### src/rtl/bcs_pkg.sv
// Shared types for the backplane cycle sequencer.
// Assumes: address modifier codes are six bits wide.
package bcs_pkg;

    typedef enum logic [2:0] {
        ST_IDLE,   // no cycle, waiting for a start pulse
        ST_ADR,    // modifier and direction driven, strobes low
        ST_AS,     // address strobe raised
        ST_DATA,   // data strobes raised, waiting for acknowledge
        ST_REL,    // strobes dropped, ready pulse to the processor
        ST_GAP     // between beats, waiting for acknowledges to clear
    } bcs_state_t;

    localparam logic [5:0] AM_BLOCK64 = 6'h0C;
    localparam logic [5:0] AM_SUP_DAT = 6'h0D;
    localparam logic [5:0] AM_SUP_PRG = 6'h0E;

endpackage

### src/rtl/bcs_timeout.sv
// Acknowledge time-out counter.
// Counts clocks while 'run' is high, clears while it is low, saturates at
// TO_CYCLES and reports expiry there. Assumes TO_CYCLES >= 1.
module bcs_timeout #(
    parameter int TO_CYCLES = 64
) (
    input  logic clk,
    input  logic rst_n,
    input  logic run,
    output logic expired
);
    localparam int              CW    = $clog2(TO_CYCLES + 1);
    localparam logic [CW-1:0]   LIMIT = CW'(TO_CYCLES);

    logic [CW-1:0] cnt;

    // Count clocks of one strobe assertion, restart when it ends.
    always_ff @(posedge clk) begin
        if (!rst_n) begin
            cnt <= '0;
        end else if (!run) begin
            cnt <= '0;
        end else if (cnt != LIMIT) begin
            cnt <= cnt + 1'b1;
        end
    end

    assign expired = (cnt == LIMIT);
endmodule

### src/rtl/bcs_beat_cnt.sv
// Beat counter for block transfers.
// Loads the number of remaining beats at cycle start and steps down once per
// accepted beat. 'last' is high while the current beat is the final one.
// Assumes BEATS >= 1.
module bcs_beat_cnt #(
    parameter int BEATS = 4
) (
    input  logic clk,
    input  logic rst_n,
    input  logic load,
    input  logic burst,
    input  logic step,
    output logic last
);
    localparam int            BW    = $clog2(BEATS + 1);
    localparam logic [BW-1:0] FIRST = BW'(BEATS - 1);

    logic [BW-1:0] left;

    // Track how many beats follow the current one.
    always_ff @(posedge clk) begin
        if (!rst_n) begin
            left <= '0;
        end else if (load) begin
            left <= burst ? FIRST : '0;
        end else if (step && left != '0) begin
            left <= left - 1'b1;
        end
    end

    assign last = (left == '0);
endmodule

### src/rtl/bkpl_cycle_seq.sv
// Processor-to-backplane bus cycle sequencer (top).
// Runs one processor bus cycle as one or BEATS backplane beats, changing at
// most one of {address strobe, data strobe pair} per clock. Assumes aligned
// operands, acknowledges synchronous to clk, and a start pulse only while idle.
module bkpl_cycle_seq
    import bcs_pkg::*;
#(
    parameter int TO_CYCLES = 64,
    parameter int BEATS     = 4,
    parameter int BE_W      = 8
) (
    input  logic            clk,
    input  logic            rst_n,
    input  logic            cpu_ads,
    input  logic            cpu_wr,
    input  logic            cpu_mem,
    input  logic            cpu_code,
    input  logic            cpu_cache_req,
    input  logic            cpu_cache_en,
    input  logic [BE_W-1:0] cpu_be,
    output logic            cpu_rdy,
    output logic            cpu_err,
    output logic            cpu_nmi,
    output logic [5:0]      bp_am,
    output logic            bp_write,
    output logic            bp_as,
    output logic [1:0]      bp_ds,
    input  logic            bp_ack,
    input  logic            con_ack
);
    localparam int HALF = BE_W / 2;

    bcs_state_t state, state_nx;
    logic       wr_q, err_q;
    logic [5:0] am_q;
    logic [1:0] ds_mask_q;
    logic       start, want_burst, full_word, accept, last, expired;
    logic [5:0] am_sel;
    logic [1:0] ds_sel;

    // Decode cycle attributes from the processor's start-of-cycle inputs.
    always_comb begin
        start      = (state == ST_IDLE) && cpu_ads;
        want_burst = cpu_cache_req && ((!cpu_wr && cpu_cache_en) || (cpu_wr && cpu_mem));
        full_word  = &cpu_be;
        if (want_burst || full_word) begin
            am_sel = AM_BLOCK64;
        end else if (cpu_code) begin
            am_sel = AM_SUP_PRG;
        end else begin
            am_sel = AM_SUP_DAT;
        end
        if (want_burst) begin
            ds_sel = 2'b11;
        end else begin
            ds_sel = {|cpu_be[BE_W-1:HALF], |cpu_be[HALF-1:0]};
        end
    end

    // Beat acceptance: slave or time-out, always with the console.
    assign accept = (bp_ack || expired) && con_ack;

    // Next-state logic; each step moves one strobe only.
    always_comb begin
        state_nx = state;
        unique case (state)
            ST_IDLE: if (cpu_ads) state_nx = ST_ADR;
            ST_ADR:  state_nx = ST_AS;
            ST_AS:   state_nx = ST_DATA;
            ST_DATA: if (accept) state_nx = ST_REL;
            ST_REL:  state_nx = (last || err_q) ? ST_IDLE : ST_GAP;
            ST_GAP:  if (!bp_ack && !con_ack) state_nx = ST_DATA;
            default: state_nx = ST_IDLE;
        endcase
    end

    // State register.
    always_ff @(posedge clk) begin
        if (!rst_n) state <= ST_IDLE;
        else        state <= state_nx;
    end

    // Capture cycle attributes at start; record time-out at acceptance.
    always_ff @(posedge clk) begin
        if (!rst_n) begin
            wr_q      <= 1'b0;
            am_q      <= AM_SUP_DAT;
            ds_mask_q <= 2'b00;
            err_q     <= 1'b0;
        end else begin
            if (start) begin
                wr_q      <= cpu_wr;
                am_q      <= am_sel;
                ds_mask_q <= ds_sel;
                err_q     <= 1'b0;
            end
            if (state == ST_DATA && accept) begin
                err_q <= !bp_ack;
            end
        end
    end

    bcs_timeout #(.TO_CYCLES(TO_CYCLES)) u_timeout (
        .clk     (clk),
        .rst_n   (rst_n),
        .run     (state == ST_DATA),
        .expired (expired)
    );

    bcs_beat_cnt #(.BEATS(BEATS)) u_beats (
        .clk   (clk),
        .rst_n (rst_n),
        .load  (start),
        .burst (want_burst),
        .step  (state == ST_REL),
        .last  (last)
    );

    // Backplane and processor outputs decoded from the state.
    always_comb begin
        bp_as    = (state == ST_AS) || (state == ST_DATA) ||
                   (state == ST_REL) || (state == ST_GAP);
        bp_ds    = (state == ST_DATA) ? ds_mask_q : 2'b00;
        bp_am    = am_q;
        bp_write = wr_q;
        cpu_rdy  = (state == ST_REL);
        cpu_err  = (state == ST_REL) && err_q;
        cpu_nmi  = (state == ST_REL) && err_q;
    end
endmodule

### config.mk
export PLATFORM = sky130hd
export DESIGN_NAME = bkpl_cycle_seq
export DESIGN_NICKNAME = d
export VERILOG_FILES = /design/src/rtl/bcs_pkg.sv /design/src/rtl/bcs_timeout.sv /design/src/rtl/bcs_beat_cnt.sv /design/src/rtl/bkpl_cycle_seq.sv
export SDC_FILE = /design/constraint.sdc
export NUM_CORES = 1
export LEC_CHECK = 0
export CAP_MARGIN = 20
export CORE_MARGIN = 2
export CORE_UTILIZATION = 41
export DETAILED_ROUTE_END_ITERATION = 10
export PLACE_DENSITY = 0.73
export SETUP_SLACK_MARGIN = 0.4
export SLEW_MARGIN = 20
export SYNTH_ARGS = -nofsm -noshare
export SYNTH_HDL_FRONTEND = slang
export SYNTH_SLANG_ARGS = --single-unit
### constraint.sdc
create_clock -name clk -period 1.75 [get_ports clk]
set_input_delay 0.35 -clock clk [delete_from_list [all_inputs] [get_ports clk]]
set_output_delay 0.35 -clock clk [all_outputs]
set_load 0.02 [all_outputs]
==> impl_metrics.csv <==
group,metric,value,unit
outcome,status,"completed",
yosys,synth_area,1080,sq um
yosys,ys_seq_area_share,35.2,%
clock_network,cts_buffers,3,
sta,slew_headroom,65.3,%
drt,dr.pass1.iters,4,
floorplanning,die_h,55.4,microns
worst_setup_path,criticalPathCategory,"reg -> out",
sta,min_period,1.54,ns
clock_network,cts_root_buffer,"clkbuf_4",
worst_setup_path,required,1.40,ns
placement,gp_congestion,0.745,
sta,maxSlewViolCount,0,
worst_setup_path,worstPathArrival,1.19,ns
sta,fin_skew,0.00279,ns
yosys,netlist_top_cells_count,"19 x dfxtp_1, 12 x nand2_1, 11 x nor2_1, 7 x nand3_1",
floorplanning,die_w,55.4,microns
global_route,grtUsageTotal,17.9,%
global_route,grt_pass1_wl,4410,microns
drt,wl_per_cell,13.6,microns
sta,worstMarginPinSlew,0.514,ns
global_route,grt_max_degree,11,
min_path,hp-class,"in -> reg",
yosys,async_reset_ff_share,0,%
sta,hold_viol_final,0,
global_route,antenna_found_initial,0,
cells_and_area,n_fill_cell,204,
run,cap_violations,0,
yosys,yosysTopAreaCell,"dfxtp_1",
floorplanning,die_area,3060,sq um
yosys,syn_inst,128,
sta,finalCritPeriodShare,88.2,%
yosys,synthFlopType,"dfxtp_1",
sta,finalSetupViolCount,0,
yosys,synth_top_area_share,35.2,%
yosys,yosys_register_bits,19,
floorplanning,core-area,2480,sq um
yosys,netlist_top_cells_area,"dfxtp_1 35%, ha_1 4.6%, buf_4 4.2%, nand2_1 4.2%, nor2_1 3.8%",
clock_network,cts-htree-levels,1,
pwr,powerDensity,854,nW/um^2
yosys,synth_edf_count,0,
drt,ant_nets,0,
worst_setup_path,crit_path_max_fanout,3,
cells_and_area,num-nets-final,194,
clock_network,clock_latency,0.29,ns
clock_network,path_clk_slew,0.11,ns
sta,max_freq,0.648,GHz
drt,routed_via_density,5.24,
cells_and_area,multi_input_area,718,sq um
drt,drc_errors,0,
cells_and_area,diodes,0,
cells_and_area,drive_gt1_share,35.1,%
sta,setup_slack,0.206,ns
yosys,ys_warn_count,0,
pwr,power,1.41,mW
worst_setup_path,start_kind,"flip-flop",
min_path,whs_path_depth,3,
floorplanning,start_util,43.6,%
yosys,ys_types,42,
cells_and_area,final_cells,201,
placement,placedCellCount,187,
clock_network,clockBufferDepth,2,
placement,post-dp-hpwl,1940,microns
drt,vias,1053,
worst_setup_path,crit_path_end_kind,"output pin",
sta,rsz0062_at_grt,"yes",
placement,port_buffers,26,
drt,first_iter_violations,14,
yosys,synth.most_common_cell,"dfxtp_1",
cells_and_area,layout-area-overhead-vs-synth,52.4,%
drt,routed_wl,2730,microns
worst_setup_path,rr_worst_depth,8,
global_route,grt_pass1_vias,1032,
clock_network,cts_tree,"done",
global_route,grt.overflow.total,0,
placement,preCtsSetupSlack,-0.00808,ns
pwr,max-vdd-ir-drop,0.000756,V
pwr,leakagePower,0.642,nW
yosys,synth_area_per_cell,8.45,sq um
floorplanning,rows,18,
sta,fin_tns_setup,0,ns
cells_and_area,register_area,394,sq um
clock_network,clkSinkCount,19,
floorplanning,pin_count,31,
## kinds of logic after synthesis
group	synth area share, %
compound gates	14.9
simple gates	26.4
buf+inv	9.72
fa+ha+maj	4.63
flops	35.2
mux	1.97
other cells	0.695
xor+xnor	6.48
## repair_timing
item | 4_1_cts | 5_1_grt
buffers inserted | 8 | 2
pin swaps | 9 | 12
hold buffers | 0 | 0
resized for setup | 63 | 23
setup endpoints to repair | 15 | 22
## sequential cells by signal, summed over array words and instances (netlist names)
name           flops
err_q              1
state              3
ds_mask_q          2
bp_write           1
u_timeout.cnt      7
bp_am              2
u_beats.left       3
## through the flow
| stage | hold slack [ns] | utilization [%] | area [sq um] |
|---|---|---|---|
| 3_5_place_dp | 0.455 | 56.1 | 1390 |
| 5_1_grt | 0.464 | 66.5 | 1650 |
| 4_1_cts | 0.454 | 63.2 | 1570 |
| 6_report | 0.456 | 66.5 | 1650 |
| 2_1_floorplan | 0.454 | - | 1090 |
| 3_3_place_gp | 0.444 | 56.1 | 1390 |
## report_power, final
part	internal, mW	total [mW]	switching (mW)
Clock	0.0888	0.222	0.133
Sequential	0.490	0.541	0.0509
Combinational	0.336	0.646	0.309
Total	0.915	1.41	0.493
## worst max-delay path, stage by stage, from the launching register on
cell,delay [ns]
dfxtp_4,0.37
buf_6,0.11
nor2_4,0.14
and2_4,0.17
buf_6,0.11
## per-layer routing
| metal | vias to the layer above | wire (microns) | track usage (%) |
|---|---|---|---|
| li1 | 521 | - | - |
| met1 | 488 | 1100 | 19.4 |
| met2 | 33 | 1450 | 32.8 |
| met3 | 11 | 103 | 2.34 |
| met4 | 0 | 77 | 10.1 |
| met5 | - | 0 | 0 |
## placed cells by master (no fill, tap or decap), types with 5 or more instances in the layout
cell             Yosys  final
nand2_1             12     10
o21ai_0              5      5
dfxtp_1             19     14
buf_6                3     14
nand3_1              7      6
nor2_1              11      9
clkdlybuf4s50_1      0     16
buf_4                6     13
inv_1                6      6
and2_4               0      5
## final timing paths
path	from	to	slack, ns
worst max-delay path	state[2]	bp_ds[0]	0.21
worst min-delay path	cpu_wr	bp_write	0.46
worst max register to register	state[2]	state[2]	0.29
worst min register to register	bp_write	bp_write	0.47
## layout make-up
| class | count | area share, % |
|---|---|---|
| Clock buffer | 4 | 1.59 |
| Inverter | 6 | 1.37 |
| Multi-Input combinational cell | 95 | 43.6 |
| Sequential cell | 19 | 23.9 |
| Tap cell | 30 | 2.28 |
| Timing Repair Buffer | 47 | 27.3 |
Power figures use the tool's default switching activity.
